File: src/rtl/gpio_cell_pkg.sv
package gpio_cell_pkg;
  localparam int PIN_IDX_MAX_W = 8;

  typedef enum logic [2:0] {
    M_NONE   = 3'd0,
    M_OUT    = 3'd1,
    M_LVL_HI = 3'd2,
    M_LVL_LO = 3'd3,
    M_RISE   = 3'd4,
    M_FALL   = 3'd5,
    M_BOTH   = 3'd6,
    M_OFF    = 3'd7
  } pin_mode_e;

  // strobes from bus control to the datapath
  typedef struct packed {
    logic                     wrGo;
    logic                     rdGo;
    logic                     hit;
    logic [PIN_IDX_MAX_W-1:0] pinIdx;
  } gpio_strobe_t;

  // bits that hold state; everything else reads zero
  localparam logic [31:0] WORD_KEEP_MASK = 32'h00E7_8FFF;
  localparam int BIT_LOCK = 21;
endpackage

File: src/rtl/gpio_cell_ctrl.sv
module gpio_cell_ctrl
  import gpio_cell_pkg::*;
#(
  parameter int NUM_PINS = 4,
  parameter int ADDR_W   = 8
) (
  input  logic         clk,
  input  logic         rstN,
  input  logic         busWrEn,
  input  logic         busRdEn,
  input  logic [ADDR_W-1:0] busAddr,
  output gpio_strobe_t stb,
  output logic         rdValid
);
  localparam int IDX_W = ADDR_W - 2;

  logic [IDX_W-1:0] pinIdxFull;
  logic             inRange;
  logic             unusedLowAddr;

  assign pinIdxFull    = busAddr[ADDR_W-1:2];
  assign unusedLowAddr = ^busAddr[1:0];
  assign inRange       = (int'(pinIdxFull) < NUM_PINS);

  always_comb begin
    stb        = '0;
    stb.wrGo   = busWrEn & inRange;
    stb.rdGo   = busRdEn;
    stb.hit    = inRange;
    stb.pinIdx = PIN_IDX_MAX_W'(pinIdxFull);
  end

  always_ff @(posedge clk or negedge rstN) begin
    if (!rstN) rdValid <= 1'b0;
    else       rdValid <= busRdEn;
  end

  // read data is valid exactly one cycle after the request
  p_rd_latency_r2: assert property (@(posedge clk) disable iff (!rstN)
    busRdEn |=> rdValid);
endmodule

File: src/rtl/gpio_pin_slice.sv
module gpio_pin_slice
  import gpio_cell_pkg::*;
(
  input  logic        clk,
  input  logic        rstN,
  input  logic        wrGo,
  input  logic [31:0] wrData,
  input  logic        padIn,
  input  logic [2:0]  periphOut,
  input  logic [2:0]  periphOe,
  output logic [31:0] readWord,
  output logic [31:0] cfgWord,
  output logic        padOut,
  output logic        padOe,
  output logic        irqEvent
);
  logic [31:0] wordQ;
  logic        syncA, syncB, prevQ;
  pin_mode_e   modeQ;
  logic [1:0]  funcSel;
  logic        locked;

  assign modeQ   = pin_mode_e'(wordQ[3:1]);
  assign funcSel = wordQ[6:5];
  assign locked  = wordQ[BIT_LOCK];

  always_ff @(posedge clk or negedge rstN) begin
    if (!rstN)                wordQ <= '0;
    else if (wrGo && !locked) wordQ <= wrData & WORD_KEEP_MASK;
  end

  always_ff @(posedge clk or negedge rstN) begin
    if (!rstN) begin
      syncA <= 1'b0;
      syncB <= 1'b0;
      prevQ <= 1'b0;
    end else begin
      syncA <= padIn;
      syncB <= syncA;
      prevQ <= syncB;
    end
  end

  always_comb begin
    unique case (modeQ)
      M_LVL_HI: irqEvent = syncB;
      M_LVL_LO: irqEvent = ~syncB;
      M_RISE:   irqEvent = syncB & ~prevQ;
      M_FALL:   irqEvent = ~syncB & prevQ;
      M_BOTH:   irqEvent = syncB ^ prevQ;
      default:  irqEvent = 1'b0;
    endcase
  end

  always_comb begin
    if (funcSel == 2'd0) begin
      padOut = wordQ[0];
      padOe  = (modeQ == M_OUT);
    end else begin
      padOut = periphOut[funcSel - 2'd1];
      padOe  = periphOe[funcSel - 2'd1];
    end
  end

  assign readWord = {wordQ[31:1], (modeQ == M_OUT) ? wordQ[0] : syncB};
  assign cfgWord  = wordQ;

  // a locked word never changes
  p_lock_freeze_r10: assert property (@(posedge clk) disable iff (!rstN)
    locked |=> $stable(wordQ));
  // a rising-edge event lasts one cycle while the mode is held
  p_rise_single_r7: assert property (@(posedge clk) disable iff (!rstN)
    (modeQ == M_RISE && irqEvent && !wrGo) |=> !irqEvent);
  // an accepted output-mode GPIO write drives the pad next cycle
  p_out_drive_r4: assert property (@(posedge clk) disable iff (!rstN)
    (wrGo && !locked && wrData[3:1] == 3'd1 && wrData[6:5] == 2'd0) |=> padOe);
  // masked modes stay quiet
  p_masked_quiet_r8: assert property (@(posedge clk) disable iff (!rstN)
    (modeQ == M_OFF || modeQ == M_NONE) |-> !irqEvent);
endmodule

File: src/rtl/gpio_cell_dp.sv
module gpio_cell_dp
  import gpio_cell_pkg::*;
#(
  parameter int NUM_PINS = 4
) (
  input  logic                  clk,
  input  logic                  rstN,
  input  gpio_strobe_t          stb,
  input  logic [31:0]           wrData,
  output logic [31:0]           rdData,
  input  logic [NUM_PINS-1:0]   padIn,
  output logic [NUM_PINS-1:0]   padOut,
  output logic [NUM_PINS-1:0]   padOe,
  input  logic [NUM_PINS*3-1:0] periphOut,
  input  logic [NUM_PINS*3-1:0] periphOe,
  output logic [NUM_PINS*2-1:0] padPull,
  output logic [NUM_PINS*2-1:0] padDrive0,
  output logic [NUM_PINS*2-1:0] padDrive1,
  output logic [NUM_PINS-1:0]   padSchmitt,
  output logic [NUM_PINS-1:0]   padInEn,
  output logic [NUM_PINS-1:0]   irqEvent,
  output logic [NUM_PINS*3-1:0] irqGroup
);
  logic [31:0] readWords [NUM_PINS];
  logic [31:0] cfgWords  [NUM_PINS];
  logic [31:0] selWord;

  for (genvar i = 0; i < NUM_PINS; i++) begin : g_pin
    logic pinWr;
    assign pinWr = stb.wrGo && (stb.pinIdx == PIN_IDX_MAX_W'(i));

    gpio_pin_slice u_slice (
      .clk       (clk),
      .rstN      (rstN),
      .wrGo      (pinWr),
      .wrData    (wrData),
      .padIn     (padIn[i]),
      .periphOut (periphOut[i*3 +: 3]),
      .periphOe  (periphOe[i*3 +: 3]),
      .readWord  (readWords[i]),
      .cfgWord   (cfgWords[i]),
      .padOut    (padOut[i]),
      .padOe     (padOe[i]),
      .irqEvent  (irqEvent[i])
    );

    assign padPull[i*2 +: 2]   = cfgWords[i][8:7];
    assign padDrive0[i*2 +: 2] = cfgWords[i][11:10];
    assign padDrive1[i*2 +: 2] = cfgWords[i][23:22];
    assign padSchmitt[i]       = cfgWords[i][15];
    assign padInEn[i]          = cfgWords[i][9];
    assign irqGroup[i*3 +: 3]  = cfgWords[i][18:16];
  end

  always_comb begin
    selWord = '0;
    for (int i = 0; i < NUM_PINS; i++)
      if (stb.hit && stb.pinIdx == PIN_IDX_MAX_W'(i)) selWord = readWords[i];
  end

  always_ff @(posedge clk or negedge rstN) begin
    if (!rstN)         rdData <= '0;
    else if (stb.rdGo) rdData <= selWord;
  end
endmodule

File: src/rtl/gpio_cell_bank.sv
module gpio_cell_bank
  import gpio_cell_pkg::*;
#(
  parameter int NUM_PINS = 4,
  parameter int ADDR_W   = 8
) (
  input  logic                  clk,
  input  logic                  rstN,
  input  logic                  busWrEn,
  input  logic                  busRdEn,
  input  logic [ADDR_W-1:0]     busAddr,
  input  logic [31:0]           busWrData,
  output logic [31:0]           busRdData,
  output logic                  busRdValid,
  input  logic [NUM_PINS-1:0]   padIn,
  output logic [NUM_PINS-1:0]   padOut,
  output logic [NUM_PINS-1:0]   padOe,
  input  logic [NUM_PINS*3-1:0] periphOut,
  input  logic [NUM_PINS*3-1:0] periphOe,
  output logic [NUM_PINS*2-1:0] padPull,
  output logic [NUM_PINS*2-1:0] padDrive0,
  output logic [NUM_PINS*2-1:0] padDrive1,
  output logic [NUM_PINS-1:0]   padSchmitt,
  output logic [NUM_PINS-1:0]   padInEn,
  output logic [NUM_PINS-1:0]   irqEvent,
  output logic [NUM_PINS*3-1:0] irqGroup
);
  gpio_strobe_t stb;

  gpio_cell_ctrl #(.NUM_PINS(NUM_PINS), .ADDR_W(ADDR_W)) u_ctrl (
    .clk     (clk),
    .rstN    (rstN),
    .busWrEn (busWrEn),
    .busRdEn (busRdEn),
    .busAddr (busAddr),
    .stb     (stb),
    .rdValid (busRdValid)
  );

  gpio_cell_dp #(.NUM_PINS(NUM_PINS)) u_dp (
    .clk        (clk),
    .rstN       (rstN),
    .stb        (stb),
    .wrData     (busWrData),
    .rdData     (busRdData),
    .padIn      (padIn),
    .padOut     (padOut),
    .padOe      (padOe),
    .periphOut  (periphOut),
    .periphOe   (periphOe),
    .padPull    (padPull),
    .padDrive0  (padDrive0),
    .padDrive1  (padDrive1),
    .padSchmitt (padSchmitt),
    .padInEn    (padInEn),
    .irqEvent   (irqEvent),
    .irqGroup   (irqGroup)
  );
endmodule

File: config.mk
export PLATFORM = sky130hd
export DESIGN_NAME = gpio_cell_bank
export DESIGN_NICKNAME = d
export VERILOG_FILES = /design/src/rtl/gpio_cell_pkg.sv /design/src/rtl/gpio_cell_ctrl.sv /design/src/rtl/gpio_pin_slice.sv /design/src/rtl/gpio_cell_dp.sv /design/src/rtl/gpio_cell_bank.sv
export SDC_FILE = /design/constraint.sdc
export NUM_CORES = 1
export LEC_CHECK = 0
export BUFFER_PORTS_ARGS = -buffer_cell sky130_fd_sc_hd__buf_2
export CORE_MARGIN = 2
export CORE_UTILIZATION = 50
export CTS_BUF_LIST = sky130_fd_sc_hd__clkbuf_8
export CTS_CLUSTER_SIZE = 14
export DETAILED_ROUTE_END_ITERATION = 8
export GPL_TIMING_DRIVEN = 0
export PLACE_DENSITY_LB_ADDON = 0.15
export SLEW_MARGIN = 20
export SYNTH_ARGS = -nofsm -noshare
export SYNTH_HDL_FRONTEND = slang
export SYNTH_SLANG_ARGS = --single-unit
export TNS_END_PERCENT = 30
File: constraint.sdc
create_clock -name clk -period 1.7 [get_ports clk]
set_input_delay 0 -clock clk [delete_from_list [all_inputs] [get_ports clk]]
set_output_delay 0 -clock clk [all_outputs]
set_load 0.03 [all_outputs]
==> summary.md, run 1 <==
| Metric | Value |
|---|---|
| Outcome | finished with violations |
| Failing checks | negative setup slack |
| Register area share after synthesis | 0.4737 |
| GRT Total Usage | 0.2187 |
| Clock slew seen by the registers of the worst setup and hold paths | roughly 0.090 ns |
| Die ar. | 0.01228 sq mm |
| TritonCTS Buffers | 9 |
| CTS tree | built |
| Clk sinks | between 100 and 150 |
| CP Class | reg2out |
| Final Wtd Congestion | just over 0.8 |
| Core Util, Final | 0.6510 |
| Root Buffer | clkbuf_8 |
| Port bufs | 130 |
| Final Critical Period | about 1.7 ns |
| Area after DPL | roughly 0.0066 sq mm |
| Design Area, Final | about 0.0073 sq mm |
| P_int | between 4 and 5 mW |
| Worst path arrival time | ~1.7 ns |
| Switching Share | 0.3175 |
| Flops & latches, synth | between 100 and 150 |
| Slew margin rel. | 0.4782 |
| Pre-Repair DR Iteration Count | 4 |
| Area grow syn2layout | 28.62% |
| Reg-to-reg slack, setup | about 0.04 ns |
| Largest net degree at the start of global routing | 56 |
| GRT overflow | 0 |
| Crit-path max cell delay | between 0.3 and 0.4 ns |
| Endpoints failing hold | 0 |
| First-pass GRT wire length | around 21 mm |
| Post-layout worst setup margin | -0.02585 ns |
| Post-DRT Antenna Nets | 0 |
| Post-synth top area share | 0.4737 |
| Critical path peak fanout | 4 |
| Fraction of layout cells with a size suffix above 1 | 0.5408 |
| Yosys warnings | 0 |
| Clock share of power | 0.230 |
| Layout net count | ~740 |
| Pleak | ~3.8 nW |
| Nature of the critical path endpoint | output port |
| Syn_area_per_cell | 12.24 sq um |
| TNS Setup | -0.07513 ns |
| Starting Density | 0.5062 |
| Total power | about 6.7 mW |
| Post-Syn Instances | approximately 470 |
| Vias | 4047 |
| Combinational Power Share | 0.313 |
| Most instantiated cells after synthesis | 108 x dfrtp_1, 71 x buf_4, 56 x mux2_2 |
| RSZ-0062 raised after global routing | true |
| Vias in the first global route | between 4000 and 5000 |
| Crit path cell chain | inv_2 > ha_4 > mux2i_1 > nor2_1 > a31oi_1 > o21ai_1 > buf_6 |
| DR iter-0 viols | approximately 150 |
| Final wirelength | 12.88 mm |
| Worst path slowest cell | dfrtp_1 |
| Sw power | roughly 2.1 mW |
| Site Rows | 39 |
| WP buf/inv | 2 |
| Post-synth EDFFs | 0 |
| Maxcap violations | 0 |
| Power Density | around 910 mW/mm^2 |
| Reg power frac | 0.457 |
| Routed wire length per instance | around 16 um |
| Initial antenna violation count | 0 |
| H-tree depth | 3 |
| Asr flop ratio synth | 1.000 |
| Count leader, synth | dfrtp_1 |
| Synth cell types | 32 |
| Measured slew at the worst slew-check pin | between 0.7 and 0.8 ns |
| Max clock buf depth | 2 |
| Setup violations, final | 4 |
| Worst setup SP type | register |
| Chip Width | between 100 and 150 um |
| Setup Skew | ~0.019 ns |
| Number of remaining DRC errors | 0 |
| IO Count | between 150 and 200 |
| Maximum VDD drop | roughly 0.00041 V |
| N_diodes | 0 |
| Die Y | around 110 um |
| Ys flop type | dfrtp_1 |
| CP delay by family, top | flip-flops |
| Post-synthesis cell area | between 0.005 and 0.006 sq mm |
| Hold Crit Class | in2reg |
| Final Max Tran Viols | 0 |
| Required time worst endpoint | around 1.7 ns |
| Tcrit/Tclk final | 1.015 |
| Max Fclk | around 580 MHz |
| Synth area leader | dfrtp_1 |
| Top cells by area, synth | dfrtp_1 47%, mux2_2 11%, buf_4 9.3% |
| Hpwl dp | 9.101 mm |
| Clock Latency Late Sink | approximately 0.37 ns |
| Core Area | 0.01127 sq mm |
| Vias/cell | 5.027 |
flip-flops by register name, indices dropped and copies added (netlist names):
signal / cells
u_dp.g_pin.u_slice.cfgWord: 76
u_dp.g_pin.u_slice.syncB: 4
u_ctrl.rdValid: 1
u_dp.rdData: 19
u_dp.g_pin.u_slice.syncA: 4
u_dp.g_pin.u_slice.prevQ: 4
layout by cell type (no fill, tap or decap), types with 2 or more instances in the layout:
master,netlist,routed
nor3b_2,0,4
mux2i_1,11,11
buf_4,71,80
mux2_4,20,23
conb_1,1,13
nand3_1,19,19
buf_6,3,18
clkbuf_1,10,10
buf_2,4,119
clkinv_2,0,2
clkinvlp_4,0,2
inv_2,0,10
or4_1,2,2
ha_4,0,4
clkbuf_8,0,9
mux2_2,56,53
nor2_1,8,8
ha_2,0,7
mux4_2,18,18
o211ai_1,5,5
a31o_2,3,3
dfrtp_1,108,107
o21ai_0,34,19
inv_1,37,28
xor2_1,4,4
a31oi_1,8,8
dlygate4sd3_1,0,27
nand2_1,17,17
o21ai_1,0,15
per-stage QoR:
stage	hold slack, ns	cells	setup WS (ns)
after floorplan	-0.2956	478	0.1499
after global placement	0.1102	751	-0.5725
after detailed placement	-0.002030	752	-0.3961
after CTS	0.1123	802	-0.05045
after global routing	0.1539	805	-0.1664
final	0.1372	805	-0.02585
cell families after synthesis:
family	after synthesis	share of synthesized area
flops	108	0.4737
compound gates	54	0.05505
buf+inv	126	0.1344
fa+ha+maj	12	0.02632
xor+xnor	4	0.006140
other cells	1	0.0006573
mux	105	0.2535
simple gates	56	0.05022
area by class of cell:
cell class / count / area [sq um]
Buffer: 77 / 550.5
Clock buffer: 9 / 123.9
Clock inverter: 7 / 67.56
Fill cell: 911 / 3934
Inverter: 37 / 138.9
Multi-Input combinational cell: 244 / 2380
Sequential cell: 108 / 2704
Tap cell: 143 / 178.9
Timing Repair Buffer: 180 / 1195
power groups by stage:
stage	Clock, mW	Combinational [mW]	Sequential (mW)
after global routing	1.69	2.26	3.11
after CTS	1.58	2.10	3.06
after global placement	0	1.83	3.10
final	1.54	2.10	3.07
after detailed placement	0	1.88	3.11
after floorplan	0	1.43	3.05
routing by layer:
| metal | track usage | routed length (um) | vias to the layer above |
|---|---|---|---|
| met3 | 0.03554 | 669 | 17 |
| li1 | - | - | 1911 |
| met5 | 0 | 0 | - |
| met4 | 0.07583 | 232 | 0 |
| met1 | 0.3007 | 5691 | 1998 |
| met2 | 0.3558 | 6290 | 121 |
path summary, 6_finish.rpt:
path	from	end	cells past startpoint
max	u_dp.g_pin[0].u_slice.cfgWord[5]$_DFFE_PN0P_	padOut[0]	7
min	busWrEn	u_dp.g_pin[0].u_slice.cfgWord[21]$_DFFE_PN0P_	3
max reg2reg	u_dp.g_pin[1].u_slice.cfgWord[21]$_DFFE_PN0P_	u_dp.g_pin[1].u_slice.cfgWord[22]$_DFFE_PN0P_	4
min reg2reg	u_dp.g_pin[3].u_slice.syncA$_DFF_PN0_	u_dp.g_pin[3].u_slice.syncB$_DFF_PN0_	0
max in group asynchronous	rstN	u_dp.g_pin[3].u_slice.cfgWord[8]$_DFFE_PN0P_	3
min in group asynchronous	rstN	u_dp.g_pin[3].u_slice.cfgWord[11]$_DFFE_PN0P_	2
worst reg2reg max path, cell delays in order, from the launching register on:
cell and delay [ns]:
dfrtp_1 0.41, or4_1 0.49, buf_6 0.18, buf_6 0.18
mux2_4 0.31
what timing repair did:
item | CTS | global route
cloned | 0 | 0
resized for setup | 64 | 8
setup endpoints to repair | 22 | 27
setup buffers | 19 | 3
hold endpoints to repair | 132 | 0
hold buffers | 27 | 0
pin swaps | 25 | 24
Power figures use the tool's default switching activity.
==> run 2: changes to the inputs <==
--- a/config.mk
+++ b/config.mk
@@ -12,8 +12,7 @@
 export CTS_CLUSTER_SIZE = 14
 export DETAILED_ROUTE_END_ITERATION = 8
 export GPL_TIMING_DRIVEN = 0
-export PLACE_DENSITY_LB_ADDON = 0.15
-export SLEW_MARGIN = 20
+export PLACE_DENSITY = 0.77
 export SYNTH_ARGS = -nofsm -noshare
 export SYNTH_HDL_FRONTEND = slang
 export SYNTH_SLANG_ARGS = --single-unit
==> run 2 against run 1 <==
The run still ends with negative setup slack left. Final cell count increased by 0.25%. Clock power increased by 5%. Worst setup slack got worse by 0.071 ns. Global-route usage increased by 0.45 points. Register-to-register slack about the same. Critical endpoint is now padOut[1].
==> summary.md, run 2 (synthesized netlist as in run 1, its figures left out) <==
| Metric | Value |
|---|---|
| Critical path peak fanout | 4 |
| Worst r2r path cells | 4 |
| Fraction of layout cells with a size suffix above 1 | 0.5422 |
| Hold depth | 3 |
| Crit path cell chain | inv_2 > ha_4 > mux2i_1 > nor2_1 > a31oi_1 > o21ai_1 > buf_6 |
| Post-layout worst setup margin | -0.09649 ns |
| CP delay by family, top | flip-flops |
| H-tree depth | 3 |
| Routed wire length per instance | 16.78 um |
| Layout net count | approximately 740 |
| Power Density | 927.4 mW/mm^2 |
| Reg power frac | 0.450 |
| Final wirelength | 13.54 mm |
| DP Worst Slack | -0.3826 ns |
| Most frequent cells in the layout | 119 x buf_2, 107 x dfrtp_1, 83 x buf_4, 53 x mux2_2 |
| Max Fclk | 556.6 MHz |
| Maxcap violations | 0 |
| RSZ-0062 raised after global routing | true |
| Failing checks | negative setup slack |
| Die ar. | between 0.01 and 0.015 sq mm |
| Endpoints failing hold | 0 |
| Max clock buf depth | 2 |
| Leading cell type in the layout, fill and taps excluded | buf_2 |
| Port bufs | 130 |
| Chip Width | about 110 um |
| Fill count | ~850 |
| Total power | 6.830 mW |
| IO Count | between 150 and 200 |
| Number of remaining DRC errors | 0 |
| N_diodes | 0 |
| Setup Skew | 0.01219 ns |
| Worst path slowest cell | dfrtp_1 |
| Reg-to-reg slack, setup | ~0.030 ns |
| GRT overflow | 0 |
| Combinational Power Share | 0.314 |
| Design Area, Final | roughly 0.0074 sq mm |
| Core Area | roughly 0.011 sq mm |
| Final Wtd Congestion | 0.7959 |
| P_int | approximately 4.6 mW |
| First-pass GRT wire length | 21.50 mm |
| Nature of the critical path endpoint | output port |
| Die Y | ~110 um |
| Clock share of power | 0.236 |
| Starting Density | 0.5062 |
| Clk sinks | between 100 and 150 |
| Worst setup SP type | register |
| CTS tree | built |
| Area after DPL | 0.006610 sq mm |
| Measured slew at the worst slew-check pin | just under 0.8 ns |
| Tcrit/Tclk final | 1.057 |
| Maximum VDD drop | approximately 0.00043 V |
| Vias in the first global route | between 4000 and 5000 |
| Critical Path Stages | 7 |
| Site Rows | 39 |
| FF-to-FF Start | u_dp.g_pin[1].u_slice.cfgWord[21]$_DFFE_PN0P_ |
| Final Max Tran Viols | 0 |
| Crit-path max cell delay | roughly 0.37 ns |
| Final Critical Period | between 1.5 and 2 ns |
| Worst path arrival time | around 1.8 ns |
| TNS Setup | -0.3423 ns |
| Area grow syn2layout | 29.08% |
| Clock slew seen by the registers of the worst setup and hold paths | approximately 0.10 ns |
| Slew margin rel. | 0.4796 |
| Hold WS | 0.1106 ns |
| Vias/cell | between 5 and 6 |
| Root Buffer | clkbuf_8 |
| Hpwl dp | slightly above 9 mm |
| Switching Share | 0.3210 |
| Outcome | finished with violations |
| Launch point of the worst path | u_dp.g_pin[1].u_slice.cfgWord[5]$_DFFE_PN0P_ |
| Sw power | 2.192 mW |
| Setup violations, final | 9 |
| Pre-Repair DR Iteration Count | 4 |
| WP buf/inv | 2 |
| Number of flip-flops in the largest register | 76 |
| Initial antenna violation count | 1 |
| Clock Latency Late Sink | between 0.3 and 0.4 ns |
| Hold_sp | busWrEn |
| Required time worst endpoint | around 1.7 ns |
| Hold Crit Class | in2reg |
| Pleak | roughly 3.8 nW |
| CP Class | reg2out |
| Largest net degree at the start of global routing | 74 |
| Vias | between 4000 and 5000 |
| DR iter-0 viols | about 180 |
| GRT Total Usage | 0.2232 |
| TritonCTS Buffers | 9 |
| Post-DRT Antenna Nets | 0 |
## run 2: power by group through the flow
stage               Sequential, mW  Clock (mW)  Combinational [mW]
detailed placement            3.11           0                1.89
CTS                           3.06        1.63                2.10
finish                        3.07        1.61                2.15
global route                  3.11        1.75                2.28
global placement              3.09           0                1.84
floorplan                     3.05           0                1.43
## run 2: cell type report
type	instances	area (sq um)	area share
Sequential cell	108	2704	0.3671
Multi-Input combinational cell	244	2385	0.3238
Timing Repair Buffer	182	1206	0.1638
Buffer	77	550.5	0.07475
Tap cell	143	178.9	0.02430
Inverter	37	138.9	0.01886
Clock buffer	10	137.6	0.01869
Clock inverter	6	63.81	0.008665
## run 2: worst paths after layout
kind | end
setup / recovery | padOut[1]
hold / removal | u_dp.g_pin[1].u_slice.cfgWord[21]$_DFFE_PN0P_
setup reg to reg | u_dp.g_pin[1].u_slice.cfgWord[22]$_DFFE_PN0P_
hold reg to reg | u_dp.g_pin[2].u_slice.syncB$_DFF_PN0_
max in group asynchronous | u_dp.g_pin[0].u_slice.cfgWord[21]$_DFFE_PN0P_
min in group asynchronous | u_dp.g_pin[3].u_slice.cfgWord[1]$_DFFE_PN0P_
## run 2: stage by stage
| stage | util | instances |
|---|---|---|
| after floorplan | - | 478 |
| after detailed placement | 0.5864 | 752 |
| after CTS | 0.6457 | 800 |
| final | 0.6533 | 807 |
| after global routing | 0.6533 | 807 |
| after global placement | 0.5838 | 751 |
## run 2: layer usage
metal | GRT usage | routed length [um]
met3 | 0.04101 | 683
met1 | 0.2656 | 5474
met2 | 0.3857 | 6919
met5 | 0 | 11
met4 | 0.1183 | 450
## run 2: timing repair
action | in CTS | in global routing
endpoints found under the hold margin | 113 | 0
pin swaps | 26 | 24
hold buffers | 27 | 0
cloned | 0 | 0
buffers inserted | 17 | 7
setup endpoints to repair | 23 | 25
resized for setup | 62 | 10
## run 2: tightest hold or removal path, stage by stage
cell	delay (ns)
buf_2	0.11
and3_1	0.20
a31o_2	0.16
==> run 3: changes to the inputs <==
--- a/config.mk
+++ b/config.mk
@@ -6,7 +6,7 @@
 export NUM_CORES = 1
 export LEC_CHECK = 0
 export BUFFER_PORTS_ARGS = -buffer_cell sky130_fd_sc_hd__buf_2
-export CORE_MARGIN = 2
+export CORE_MARGIN = 3
 export CORE_UTILIZATION = 50
 export CTS_BUF_LIST = sky130_fd_sc_hd__clkbuf_8
 export CTS_CLUSTER_SIZE = 14
==> run 3 against run 2 <==
The flow still finishes with violations (negative setup slack). Clock skew down 0.0027 ns. Design area about the same. Count of clock-buffer cells in the layout stayed put. Sequential cell count did not move. Non-clock buffer count up 5.
==> summary.md, run 3 (synthesized netlist as in run 1, its figures left out) <==
| Metric | Value |
|---|---|
| Outcome | finished with violations |
| Failing checks | negative setup slack |
| Hpwl dp | between 9 and 10 mm |
| Pre-Repair DR Iteration Count | 4 |
| Fraction of layout cells with a size suffix above 1 | 0.5471 |
| TritonCTS Buffers | 9 |
| Max clock buf depth | 2 |
| Number of remaining DRC errors | 0 |
| Tcrit/Tclk final | 1.034 |
| Setup violations, final | 7 |
| CP Class | reg2out |
| Maxcap violations | 0 |
| Crit path cell chain | inv_2 > ha_4 > mux2i_1 > nor2_1 > a31oi_1 > o21ai_1 > buf_6 |
| Hold_sp | busAddr[5] |
| Pleak | roughly 3.8 nW |
| Critical path peak fanout | 3 |
| Layout net count | ~750 |
| Final wirelength | around 14 mm |
| Vias/cell | just over 5 |
| Required time worst endpoint | about 1.7 ns |
| Nature of the critical path endpoint | output port |
| Power Density | ~910 mW/mm^2 |
| Routed wire length per instance | 16.77 um |
| Setup Skew | between 0.009 and 0.01 ns |
| Crit-path max cell delay | around 0.4 ns |
| Max Fclk | about 570 MHz |
| Clock slew seen by the registers of the worst setup and hold paths | approximately 0.10 ns |
| DP Worst Slack | -0.4280 ns |
| H-tree depth | 3 |
| Vias | 4112 |
| Measured slew at the worst slew-check pin | between 0.7 and 0.8 ns |
| Site Rows | 38 |
| IO Count | ~160 |
| RSZ-0062 raised after global routing | true |
| Clk sinks | 108 |
| N_diodes | 0 |
| Slew margin rel. | 0.4827 |
| Chip Width | ~110 um |
| Vias in the first global route | between 4000 and 5000 |
| Port bufs | 130 |
| GRT overflow | 0 |
| CTS tree | built |
| Post-layout worst setup margin | -0.05713 ns |
| Worst setup SP type | register |
| FF-to-FF Start | u_dp.g_pin[0].u_slice.cfgWord[21]$_DFFE_PN0P_ |
| Worst path slowest cell | dfrtp_1 |
| Final Wtd Congestion | 0.8049 |
| Clock Latency Late Sink | 0.37 ns |
| Total power | 6.668 mW |
| Final Max Tran Viols | 0 |
| Launch point of the worst path | u_dp.g_pin[0].u_slice.cfgWord[5]$_DFFE_PN0P_ |
| Hold Crit Class | in2reg |
| First-pass GRT wire length | 21.74 mm |
| GRT Total Usage | 0.2154 |
| Die Y | roughly 110 um |
| Endpoints failing hold | 0 |
| Final Critical Period | approximately 1.8 ns |
| Area grow syn2layout | 29.10% |
| Root Buffer | clkbuf_8 |
| Starting Density | 0.5195 |
| Most frequent cells in the layout | 119 x buf_2, 107 x dfrtp_1, 90 x buf_4, 53 x mux2_2, 28 x inv_1 |
| DR iter-0 viols | between 150 and 200 |
| Worst path arrival time | between 1.5 and 2 ns |
| Post-DRT Antenna Nets | 0 |
| Die ar. | approximately 0.013 sq mm |
| Core Area | approximately 0.011 sq mm |
| Initial antenna violation count | 0 |
| Number of flip-flops in the largest register | 76 |
| Leading cell type in the layout, fill and taps excluded | buf_2 |
| Largest net degree at the start of global routing | 68 |
| Maximum VDD drop | between 0.0004 and 0.0005 V |
[run 3: cell count changes in the layout (fill, tap and decap cells not counted), sizes merged]
cell | previous run | this run
buf | 221 | 228
clkinvlp | 2 | 0
bufinv | 1 | 0
clkbuf | 21 | 20
inv | 37 | 39
clkinv | 3 | 4
dlygate4sd3 | 27 | 26
[run 3: area by class of cell]
cell class | count | area [sq um]
buffer | 77 | 550.5
clock buffer | 10 | 137.6
clock inverter | 6 | 37.54
fill | 815 | 3617
inverter | 37 | 138.9
multi-input combinational | 244 | 2381
sequential | 108 | 2704
tap | 140 | 175.2
timing repair buffer | 187 | 1241
[run 3: final timing paths]
kind,end,slack (ns),depth (start not counted)
setup / recovery,padOut[0],-0.06,7
hold / removal,u_dp.g_pin[3].u_slice.cfgWord[21]$_DFFE_PN0P_,0.01,4
min in group asynchronous,u_dp.g_pin[0].u_slice.cfgWord[15]$_DFFE_PN0P_,0.17,2
setup reg to reg,u_dp.g_pin[0].u_slice.cfgWord[16]$_DFFE_PN0P_,0.03,4
hold reg to reg,u_dp.g_pin[1].u_slice.syncB$_DFF_PN0_,0.36,0
max in group asynchronous,u_dp.g_pin[3].u_slice.prevQ$_DFF_PN0_,0.81,3
[run 3: power breakdown]
group	total [mW]	internal, mW	switching, mW
Combinational	2.15	1.09	1.06
Sequential	3.07	2.83	0.239
Clock	1.44	0.575	0.869
Total	6.67	4.50	2.17
[run 3: what timing repair did]
| item | 4_1_cts | 5_1_grt |
|---|---|---|
| pin swaps | 23 | 27 |
| setup endpoints to repair | 23 | 37 |
| gates resized for setup | 59 | 13 |
| hold buffers | 26 | 0 |
| hold endpoints to repair | 119 | 0 |
| setup buffers | 20 | 10 |
[run 3: stage by stage]
step / instance area, sq um / hold WS [ns] / cells / setup TNS, ns / utilization
3_5_place_dp: 6606 / 0.02781 / 749 / -10.80 / 0.6015
6_report: 7366 / 0.01304 / 809 / -0.2285 / 0.6707
4_1_cts: 7271 / 0.005775 / 801 / -0.4819 / 0.6620
2_1_floorplan: 5751 / -0.2956 / 478 / 0 / -
3_3_place_gp: 6576 / 0.1103 / 748 / -64.05 / 0.5988
5_1_grt: 7366 / 0.03483 / 809 / -1.244 / 0.6707
[run 3: worst max-delay path: cells and delay by family, from the launching register on]
family | cells | cell delay [ns]
buf+inv | 2 | 0.21
fa+ha+maj | 1 | 0.28
compound gates | 2 | 0.25
mux | 1 | 0.20
simple gates | 1 | 0.06
flops | 1 | 0.39
[run 3: metal layers]
layer	part of all wire	up-vias	GRT usage	routed length, um
met3	0.060	13	0.03797	809
met1	0.40	2027	0.2737	5381
met2	0.53	133	0.3756	7211
met4	0.012	0	0.06891	162
met5	0	-	0	0
li1	-	1939	-	-
